--- src/rtl/uart_rx_pkg.sv ---
// Package: types and constants shared by the receiver modules.
// Assumes: words are at most 8 bits; the data bit count code is 2 bits wide.
package uart_rx_pkg;
    localparam int WORD_W   = 8;
    localparam int BITS_W   = 2;
    localparam int IDX_W    = 3;
    localparam int MIN_BITS = 5;

    typedef enum logic [2:0] {
        RX_IDLE,
        RX_START,
        RX_DATA,
        RX_PAR,
        RX_STOP
    } rx_state_t;
endpackage

--- src/rtl/uart_rx_sync.sv ---
// Module: two-flop synchronizer for the asynchronous serial input.
// Assumes: the line idles high, so both flops reset to 1.
module uart_rx_sync (
    input  logic clk,
    input  logic rst_n,
    input  logic din,
    output logic dout
);
    logic meta_q;
    logic sync_q;

    // Shift the line through two flops to settle metastability.
    always_ff @(posedge clk) begin
        if (!rst_n) begin
            meta_q <= 1'b1;
            sync_q <= 1'b1;
        end else begin
            meta_q <= din;
            sync_q <= meta_q;
        end
    end

    assign dout = sync_q;
endmodule

--- src/rtl/uart_rx_baud.sv ---
// Module: down-counter that times bit sampling points.
// Assumes: div is at least 8 and stays constant while a frame is in progress.
module uart_rx_baud #(
    parameter int DIV_W = 16
) (
    input  logic             clk,
    input  logic             rst_n,
    input  logic [DIV_W-1:0] div,
    input  logic             load_half,
    input  logic             load_full,
    input  logic             active,
    output logic             tick
);
    logic [DIV_W-1:0] cnt_q;

    // Load half or full bit periods, else count down to zero.
    always_ff @(posedge clk) begin
        if (!rst_n) begin
            cnt_q <= '0;
        end else if (load_half) begin
            cnt_q <= (div >> 1) - DIV_W'(1);
        end else if (load_full) begin
            cnt_q <= div - DIV_W'(1);
        end else if (cnt_q != '0) begin
            cnt_q <= cnt_q - DIV_W'(1);
        end
    end

    // A sample point is due when the count is exhausted during a frame.
    assign tick = active && (cnt_q == '0);
endmodule

--- src/rtl/uart_rx_frame.sv ---
// Module: frame sequencer. Checks the start bit, shifts in the data bits, checks
// parity and the stop bits, and pulses done with the aligned word and the error bits.
// Assumes: rx_s is already synchronized; the configuration is captured at the start edge.
module uart_rx_frame
    import uart_rx_pkg::*;
#(
    parameter int DIV_W = 16
) (
    input  logic              clk,
    input  logic              rst_n,
    input  logic              rx_s,
    input  logic [DIV_W-1:0]  cfg_div,
    input  logic [BITS_W-1:0] cfg_data_bits,
    input  logic              cfg_parity_en,
    input  logic              cfg_parity_odd,
    input  logic              cfg_two_stop,
    output logic              done,
    output logic [WORD_W-1:0] word,
    output logic              perr,
    output logic              ferr
);
    rx_state_t          state_q;
    logic [IDX_W-1:0]   idx_q;
    logic [WORD_W-1:0]  shift_q;
    logic [BITS_W-1:0]  nbits_q;
    logic               pen_q, podd_q, two_q, stop2_q;
    logic               pacc_q, perr_q, ferr_q, done_q;
    logic               tick, load_half, load_full, active;
    logic [IDX_W-1:0]   last_idx;
    logic [IDX_W-1:0]   shamt;

    assign active    = (state_q != RX_IDLE);
    assign load_half = (state_q == RX_IDLE) && !rx_s;
    assign last_idx  = IDX_W'(MIN_BITS - 1) + {1'b0, nbits_q};
    assign shamt     = IDX_W'(WORD_W - MIN_BITS) - {1'b0, nbits_q};

    // Reload a full period at every sample except the one that ends the frame.
    always_comb begin
        load_full = 1'b0;
        if (tick) begin
            if (state_q == RX_STOP)
                load_full = two_q && !stop2_q;
            else if (state_q == RX_START)
                load_full = !rx_s;
            else
                load_full = 1'b1;
        end
    end

    uart_rx_baud #(.DIV_W(DIV_W)) u_baud (
        .clk       (clk),
        .rst_n     (rst_n),
        .div       (cfg_div),
        .load_half (load_half),
        .load_full (load_full),
        .active    (active),
        .tick      (tick)
    );

    // Step through the frame fields at each sample point.
    always_ff @(posedge clk) begin
        if (!rst_n) begin
            state_q <= RX_IDLE;
            idx_q   <= '0;
            shift_q <= '0;
            nbits_q <= '0;
            pen_q   <= 1'b0;
            podd_q  <= 1'b0;
            two_q   <= 1'b0;
            stop2_q <= 1'b0;
            pacc_q  <= 1'b0;
            perr_q  <= 1'b0;
            ferr_q  <= 1'b0;
            done_q  <= 1'b0;
        end else begin
            done_q <= 1'b0;
            case (state_q)
                RX_IDLE: begin
                    if (!rx_s) begin
                        state_q <= RX_START;
                        idx_q   <= '0;
                        shift_q <= '0;
                        nbits_q <= cfg_data_bits;
                        pen_q   <= cfg_parity_en;
                        podd_q  <= cfg_parity_odd;
                        two_q   <= cfg_two_stop;
                        stop2_q <= 1'b0;
                        pacc_q  <= 1'b0;
                        perr_q  <= 1'b0;
                        ferr_q  <= 1'b0;
                    end
                end
                RX_START: begin
                    if (tick) state_q <= rx_s ? RX_IDLE : RX_DATA;
                end
                RX_DATA: begin
                    if (tick) begin
                        shift_q <= {rx_s, shift_q[WORD_W-1:1]};
                        pacc_q  <= pacc_q ^ rx_s;
                        idx_q   <= idx_q + IDX_W'(1);
                        if (idx_q == last_idx) state_q <= pen_q ? RX_PAR : RX_STOP;
                    end
                end
                RX_PAR: begin
                    if (tick) begin
                        perr_q  <= (rx_s != (pacc_q ^ podd_q));
                        state_q <= RX_STOP;
                    end
                end
                RX_STOP: begin
                    if (tick) begin
                        if (!rx_s) ferr_q <= 1'b1;
                        if (two_q && !stop2_q) begin
                            stop2_q <= 1'b1;
                        end else begin
                            done_q  <= 1'b1;
                            state_q <= RX_IDLE;
                        end
                    end
                end
                default: state_q <= RX_IDLE;
            endcase
        end
    end

    assign done = done_q;
    assign word = shift_q >> shamt;
    assign perr = perr_q;
    assign ferr = ferr_q;
endmodule

--- src/rtl/uart_rx_hold.sv ---
// Module: output holding register with a ready flag that a read clears, plus overrun.
// Assumes: done is a one-cycle pulse, and word/perr/ferr are valid while it is high.
module uart_rx_hold
    import uart_rx_pkg::*;
(
    input  logic              clk,
    input  logic              rst_n,
    input  logic              done,
    input  logic [WORD_W-1:0] word,
    input  logic              perr,
    input  logic              ferr,
    input  logic              rd_en,
    output logic [WORD_W-1:0] data,
    output logic              ready,
    output logic              parity_err,
    output logic              frame_err,
    output logic              overrun
);
    // Capture completed words; a read frees the slot in the same cycle.
    always_ff @(posedge clk) begin
        if (!rst_n) begin
            data       <= '0;
            ready      <= 1'b0;
            parity_err <= 1'b0;
            frame_err  <= 1'b0;
            overrun    <= 1'b0;
        end else if (done) begin
            data       <= word;
            parity_err <= perr;
            frame_err  <= ferr;
            ready      <= 1'b1;
            overrun    <= ready && !rd_en;
        end else if (rd_en && ready) begin
            ready   <= 1'b0;
            overrun <= 1'b0;
        end
    end
endmodule

--- src/rtl/uart_frame_rx.sv ---
// Module: top of the configurable UART frame receiver.
// Assumes: the configuration and cfg_div change only while the line is idle.
module uart_frame_rx
    import uart_rx_pkg::*;
#(
    parameter int DIV_W = 16
) (
    input  logic              clk,
    input  logic              rst_n,
    input  logic              rx_serial,
    input  logic [DIV_W-1:0]  cfg_div,
    input  logic [1:0]        cfg_data_bits,
    input  logic              cfg_parity_en,
    input  logic              cfg_parity_odd,
    input  logic              cfg_two_stop,
    input  logic              rd_en,
    output logic [7:0]        rx_data,
    output logic              rx_ready,
    output logic              rx_parity_err,
    output logic              rx_frame_err,
    output logic              rx_overrun
);
    logic              w_rx_s;
    logic              w_done;
    logic [WORD_W-1:0] w_word;
    logic              w_perr, w_ferr;

    uart_rx_sync u_sync (
        .clk   (clk),
        .rst_n (rst_n),
        .din   (rx_serial),
        .dout  (w_rx_s)
    );

    uart_rx_frame #(.DIV_W(DIV_W)) u_frame (
        .clk            (clk),
        .rst_n          (rst_n),
        .rx_s           (w_rx_s),
        .cfg_div        (cfg_div),
        .cfg_data_bits  (cfg_data_bits),
        .cfg_parity_en  (cfg_parity_en),
        .cfg_parity_odd (cfg_parity_odd),
        .cfg_two_stop   (cfg_two_stop),
        .done           (w_done),
        .word           (w_word),
        .perr           (w_perr),
        .ferr           (w_ferr)
    );

    uart_rx_hold u_hold (
        .clk        (clk),
        .rst_n      (rst_n),
        .done       (w_done),
        .word       (w_word),
        .perr       (w_perr),
        .ferr       (w_ferr),
        .rd_en      (rd_en),
        .data       (rx_data),
        .ready      (rx_ready),
        .parity_err (rx_parity_err),
        .frame_err  (rx_frame_err),
        .overrun    (rx_overrun)
    );
endmodule

--- config.mk ---
export PLATFORM = sky130hd
export DESIGN_NAME = uart_frame_rx
export DESIGN_NICKNAME = d
export VERILOG_FILES = /design/src/rtl/uart_rx_pkg.sv /design/src/rtl/uart_rx_sync.sv /design/src/rtl/uart_rx_baud.sv /design/src/rtl/uart_rx_frame.sv /design/src/rtl/uart_rx_hold.sv /design/src/rtl/uart_frame_rx.sv
export SDC_FILE = /design/constraint.sdc
export NUM_CORES = 1
export LEC_CHECK = 0
export BUFFER_PORTS_ARGS = -buffer_cell sky130_fd_sc_hd__buf_2
export CELL_PAD_IN_SITES_DETAIL_PLACEMENT = 1
export CELL_PAD_IN_SITES_GLOBAL_PLACEMENT = 2
export CORE_UTILIZATION = 29
export DETAILED_ROUTE_END_ITERATION = 12
export PLACE_DENSITY = 0.77
export SLEW_MARGIN = 20
export SYNTH_ARGS = -nofsm -noshare
export SYNTH_HDL_FRONTEND = slang
export SYNTH_SLANG_ARGS = --single-unit
export TNS_END_PERCENT = 20
--- constraint.sdc ---
create_clock -name clk -period 3.5 [get_ports clk]
set_input_delay 0 -clock clk [delete_from_list [all_inputs] [get_ports clk]]
set_output_delay 0 -clock clk [all_outputs]
set_load 0.02 [all_outputs]
==> flow_summary.yaml, run 1 <==
yosys:
  synth-seq-area-share: 0.3579
  synth_top_family_by_area: "simple AND/OR/NAND/NOR gates"
  syn_area_mm2: 0.003020
  synth.area.top_cells: "dfxtp_1 (36%), nand2_1 (6.3%), mux2i_1 (6.0%)"
  ys.flop_type: "dfxtp_1"
  synthArstFlopShare: 0
  ys_ff_latch: 54
  synth_adder_area_share: 0.008285
  synth_mux_area_frac: 0.07457
  synth_cells: 361
  synth-simple-area-share: 0.2684
  synth.most_common_cell: "dfxtp_1"
  synth_cell_types: 63
  yosysTopAreaCell: "dfxtp_1"
  synth-edff-count: 0
  avgSynthCellArea_um2: 8.367
  syn-num-nets: 388
  synth_compound_area_frac: 0.2067
  synth_common_cells: "dfxtp_1 (54), nand2_1 (51), nor2_1 (26)"
  synth_top_area_share: 0.3579
  synth_warnings: 0
  synth-xor-area-share: 0.02900
power_and_ir_drop:
  p_seq_frac: 0.370
  p_per_area_mw_per_mm2: 594.1
  pwr-share-comb: 0.417
  pwr-share-clk: 0.213
  switching_power_uw: 812.2
  p_leak_nw: 1.306
  swShare: 0.3922
  ir_worst_vdd_v: 0.0002988
  internal_power_mw: 1.259
timing:
  tns_ns: 0
  slew_viol_final: 0
  hold_violations: 0
  period_share: 0.8671
  worst_pin_slew_ns: 0.7181
  rsz0062_at_grt: "false"
  fmax_ghz: 0.3295
  hold_slack_ns: 0.06712
  layout_min_cycle_time_ns: 3.035
  skew_ns: 0.01655
  relSlewSlack: 0.5195
  finalSetupViolations: 0
placed_design:
  dpl_cell_area_mm2: 0.003303
  gp_congestion: 0.8412
  dpl.hpwl_um: 5874
  place_inst: 513
  port_buffers: 36
cells_and_area:
  nNetsFinal: 421
  multi_input_area_mm2: 0.001782
  drive_gt1_frac: 0.1772
  fin_cells: 528
  design_area_mm2: 0.003486
  fillCellCount: 1192
  register_area_mm2: 0.001081
  n_antenna_cell: 0
  post-route-util: 0.3502
  syn2layout_area_growth_pct: 15.41
clock_tree:
  clk_latency_ns: 0.32
  clock_path_buffers: 2
  cts_buffers: 5
  path_clk_slew_ns: 0.11
  clock_sinks: 54
  cts_tree: "built"
  htree_levels: 2
  ctsResizeCount: 0
  clock-root-buffer: "clkbuf_8"
floorplanning:
  fp.coreArea_mm2: 0.009955
  rows: 36
  initial_core_util: 0.3034
  fp.dieW_um: 104.1
  die_height_um: 104.1
  die_area_mm2: 0.01083
  ioPinCount: 37
global_routing:
  grt_overflow: 0
  track_usage: 0.1572
  grt_max_degree: 39
  grt_pass1_vias: 2786
  grt_pass1_wl_um: 13890
  antenna_found_initial: 0
routing:
  drt_iter0_markers: 58
  wl_um: 8123
  viasPerCell: 5.080
  drc: 0
  final_antenna_net_count: 0
  dr.pass1.iters: 4
  wire_per_inst_um: 15.38
  num_vias: 2682
critical_path:
  worst-path-buf-inv: 1
  crit_path_max_fanout: 12
  cpMaxStageDelayCell: "or4b_1"
  required_ns: 3.76
  crit_arrival_ns: 3.29
  path_class: "reg -> reg"
  start_kind: "register"
  cpLargestDelayFamily: "simple AND/OR/NAND/NOR gates"
  path_cells: "inv_2 -> o2111ai_1 -> and3_1 -> a21oi_1 -> nor2_1 -> a21oi_1 -> ha_1 -> and3_1 -> o211a_1 -> nand3_2 -> or4b_1 -> a21oi_1"
  cp_common_cell: "a21oi_1"
  max_stage_delay_ns: 0.55
  end_kind: "register"
job:
  maxCapViolCount: 0
worst_hold_path:
  hold_class: "in -> reg"
outcome:
  status: "finished clean"
routing by layer:
metal / routed length, um / vias up / GRT usage
li1: - / 1344 / -
met1: 3916 / 1290 / 0.1975
met2: 3907 / 38 / 0.2767
met3: 195 / 10 / 0.02444
met4: 104 / 0 / 0.04388
met5: 0 / - / 0
per-stage QoR:
| stage | worst slack (ns) | power (mW) |
|---|---|---|
| after detailed placement | 0.5271 | 1.640 |
| final | 0.4652 | 2.071 |
| after global placement | 0.6559 | 1.622 |
| after CTS | 0.4896 | 2.086 |
| after global routing | 0.2168 | 2.218 |
| after floorplan | 0.4164 | 1.421 |
cell usage in the layout, fill, tap and decap left out, types with 6 or more instances in the layout:
master and n:
nand2_1 51, inv_1 8, dlygate4sd3_1 7, nor3_1 10
buf_2 36, xnor2_1 6, nor2_1 26, buf_4 8
and2_1 10, a21oi_1 21, o21ai_0 8, nand3_1 9
dfxtp_1 54, mux2i_1 18, a21boi_0 14, nor2b_1 10
cells by family after synthesis:
family,count (synthesis)
compound gates,87
xor+xnor,10
fa+ha+maj,2
buf+inv,34
flops,54
mux,21
simple gates,153
state kept, by name, indices dropped and copies added (netlist names), 2 cells and up:
register	count
u_frame.nbits_q	2
u_hold.data	8
u_frame.idx_q	3
u_frame.state_q	3
u_frame.u_baud.cnt_q	16
u_frame.shift_q	8
cell type report:
cell class	count	area share
Clock buffer	5	0.01974
Inverter	9	0.009691
Clock inverter	3	0.01256
Sequential cell	54	0.3101
Multi-Input combinational cell	273	0.5111
Timing Repair Buffer	51	0.08902
Tap cell	133	0.04774
worst min-delay path, stage by stage:
cell and delay [ns]:
buf_2 0.12, a221oi_1 0.10, and2_1 0.13
power groups by stage:
stage	Sequential (mW)	Clock (mW)	Combinational, mW
floorplan	0.751	0	0.670
global placement	0.782	0	0.840
detailed placement	0.782	0	0.858
CTS	0.768	0.451	0.867
global route	0.778	0.475	0.964
finish	0.766	0.441	0.864
worst paths after layout:
check / from / end / slack [ns] / cells past startpoint
min: cfg_div[0] / u_frame.u_baud.cnt_q[0] / 0.07 / 3
max: u_frame.state_q[0] / u_frame.u_baud.cnt_q[14] / 0.47 / 12
min reg2reg: u_sync.meta_q / u_sync.dout / 0.44 / 1
max reg2reg: u_frame.state_q[0] / u_frame.u_baud.cnt_q[14] / 0.47 / 12
what timing repair did:
action | 4_1_cts | 5_1_grt
hold buffers | 7 | 0
setup buffers | 0 | 0
endpoints found under the hold margin | 8 | 0
Power figures use the tool's default switching activity.
==> run 2: changes to the inputs <==
--- a/config.mk
+++ b/config.mk
@@ -5,14 +5,14 @@
 export SDC_FILE = /design/constraint.sdc
 export NUM_CORES = 1
 export LEC_CHECK = 0
+export ABC_AREA = 1
 export BUFFER_PORTS_ARGS = -buffer_cell sky130_fd_sc_hd__buf_2
 export CELL_PAD_IN_SITES_DETAIL_PLACEMENT = 1
 export CELL_PAD_IN_SITES_GLOBAL_PLACEMENT = 2
 export CORE_UTILIZATION = 29
 export DETAILED_ROUTE_END_ITERATION = 12
-export PLACE_DENSITY = 0.77
+export PLACE_DENSITY = 0.81
 export SLEW_MARGIN = 20
 export SYNTH_ARGS = -nofsm -noshare
 export SYNTH_HDL_FRONTEND = slang
 export SYNTH_SLANG_ARGS = --single-unit
-export TNS_END_PERCENT = 20
==> flow_summary.yaml, run 2 <==
outcome:
  status: "finished clean"
yosys:
  synth_cells: 442
  synth_mux_area_frac: 0
  syn_area_mm2: 0.003039
  synth-edff-count: 0
  synth-seq-area-share: 0.3557
  ys_ff_latch: 54
  synth_warnings: 0
  synth_adder_area_share: 0.008234
  synth_top_family_by_area: "simple AND/OR/NAND/NOR gates"
  synth.most_common_cell: "nand2_1"
  synth.area.top_cells: "dfxtp_1 (36%), nand2_1 (11%), nor2_1 (6.5%)"
  synth_common_cells: "nand2_1 (86), dfxtp_1 (54), nor2_1 (53)"
  avgSynthCellArea_um2: 6.876
  syn-num-nets: 469
  ys.flop_type: "dfxtp_1"
  synth_compound_area_frac: 0.1359
  synth_cell_types: 42
  synth_top_area_share: 0.3557
  synthArstFlopShare: 0
  yosysTopAreaCell: "dfxtp_1"
  synth-simple-area-share: 0.3923
  synth-xor-area-share: 0.01441
critical_path:
  r2r_cells: 17
  required_ns: 3.68
  crit_arrival_ns: 2.83
  crit_path_max_fanout: 11
  path_class: "reg -> reg"
  critPathLaunch: "u_frame.u_baud.cnt_q[3]"
  end_kind: "register"
  rr_startpoint: "u_frame.u_baud.cnt_q[3]"
  start_kind: "register"
timing:
  fmax_ghz: 0.3776
  slew_viol_final: 0
  tns_ns: 0
  hold_slack_ns: 0.09312
  worst_pin_slew_ns: 0.6926
  rsz0062_at_grt: "false"
  period_share: 0.7566
  hold_violations: 0
  skew_ns: 0.01032
  finalSetupViolations: 0
  layout_min_cycle_time_ns: 2.648
  relSlewSlack: 0.5376
global_routing:
  grt_pass1_vias: 2960
  antenna_found_initial: 0
  grt_max_degree: 41
  grt_overflow: 0
  grt_pass1_wl_um: 14480
  track_usage: 0.1654
cells_and_area:
  layout_common_cells: "nand2_1 (86), dfxtp_1 (54), nor2_1 (53), inv_1 (49), buf_2 (36)"
  largestRegisters: "u_frame.u_baud.cnt_q x16, u_frame.shift_q x8, u_hold.data x8"
  drive_gt1_frac: 0.1933
  top_register: "u_frame.u_baud.cnt_q"
  fin_cells: 617
  n_antenna_cell: 0
  multi_input_area_mm2: 0.001674
  final_common_cell: "nand2_1"
  syn2layout_area_growth_pct: 14.90
  nNetsFinal: 507
  register_area_mm2: 0.001081
  largest_register_ffs: 16
  fillCellCount: 1327
floorplanning:
  die_area_mm2: 0.01089
  fp.dieW_um: 104.4
  ioPinCount: 37
  die_height_um: 104.4
  initial_core_util: 0.2971
  rows: 37
  fp.coreArea_mm2: 0.01023
placed_design:
  port_buffers: 36
  dpl.hpwl_um: 6654
  place_inst: 602
  gp_congestion: 0.8106
clock_tree:
  cts_buffers: 5
  cts_tree: "built"
  cts_hold_buffers: 7
  clock_sinks: 54
  path_clk_slew_ns: 0.10
  ctsResizeCount: 0
  clock_path_buffers: 2
  post-cts-setup-buffers: 0
  clock-root-buffer: "clkbuf_8"
  clk_latency_ns: 0.31
  htree_levels: 2
routing:
  num_vias: 2928
  viasPerCell: 4.746
  drt_iter0_markers: 89
  dr.pass1.iters: 4
  wire_per_inst_um: 14.14
  final_antenna_net_count: 0
  wl_um: 8722
  drc: 0
worst_hold_path:
  min_path_cells: 3
  hold_class: "in -> reg"
  holdCritStartpoint: "rst_n"
power_and_ir_drop:
  p_leak_nw: 1.596
  p_per_area_mw_per_mm2: 705.7
  ir_worst_vdd_v: 0.0001818
job:
  maxCapViolCount: 0
[run 2: cell types whose count changed after synthesis, moves of 10 or more]
cell      change
a21boi_0     -14
and2_1       -10
inv_1        +41
mux2i_1      -18
nand2_1      +35
nand2_2      +14
nand3_1      +26
nor2_1       +27
nor2b_1      -10
o21ai_0      +14
[run 2: layout make-up]
cell class | instances | share of cell area
clock buffer | 7 | 0.02472
clock inverter | 1 | 0.001433
inverter | 56 | 0.06019
multi-input combinational | 318 | 0.4794
sequential | 54 | 0.3096
tap | 136 | 0.04873
timing repair buffer | 45 | 0.07596
[run 2: report_power, final]
part	internal [mW]	switching, mW
clock network	0.160	0.206
registers	0.725	0.0790
logic	0.419	0.875
total	1.31	1.16
[run 2: critical path: stages, from the launching register on]
cell     delay, ns
dfxtp_1       0.33
nor2_1        0.09
nand2_1       0.08
nor2_1        0.19
nand3_1       0.14
nor2_2        0.46
nand2_1       0.10
nand2_1       0.13
a21oi_4       0.09
inv_1         0.09
ha_1          0.19
nand2_1       0.10
nor2_2        0.22
nand3_1       0.11
nand2_1       0.07
nand2_1       0.05
nand2_1       0.05
nor2_1        0.04
[run 2: worst paths after layout]
kind	endpoint	slack, ns
hold reg to reg	u_sync.dout	0.42
hold / removal	u_hold.data[3]	0.09
setup / recovery	u_frame.u_baud.cnt_q[12]	0.85
setup reg to reg	u_frame.u_baud.cnt_q[12]	0.85
[run 2: logic make-up after synthesis]
group / Yosys count
AND/OR/NAND/NOR: 240
AO/OA/AOI/OAI: 71
buffers and inverters: 70
flip-flops: 54
adder cells (fa/ha/maj): 2
XOR/XNOR: 5
[run 2: routing by layer]
layer | track usage | vias up | wire length [um]
met5 | 0 | - | 0
met4 | 0.04796 | 0 | 136
met3 | 0.02506 | 11 | 221
met2 | 0.2914 | 39 | 4246
met1 | 0.2069 | 1383 | 4118
li1 | - | 1495 | -
[run 2: through the flow]
step	utilization	area [um2]	total power, mW	setup slack (ns)
after detailed placement	0.3255	3331	2.115	0.8630
after CTS	0.3413	3492	2.499	0.8340
final	0.3413	3492	2.464	0.8519
after global routing	0.3413	3492	2.683	0.5862
after global placement	0.3255	3331	2.073	0.9684
after floorplan	-	3039	1.796	1.493
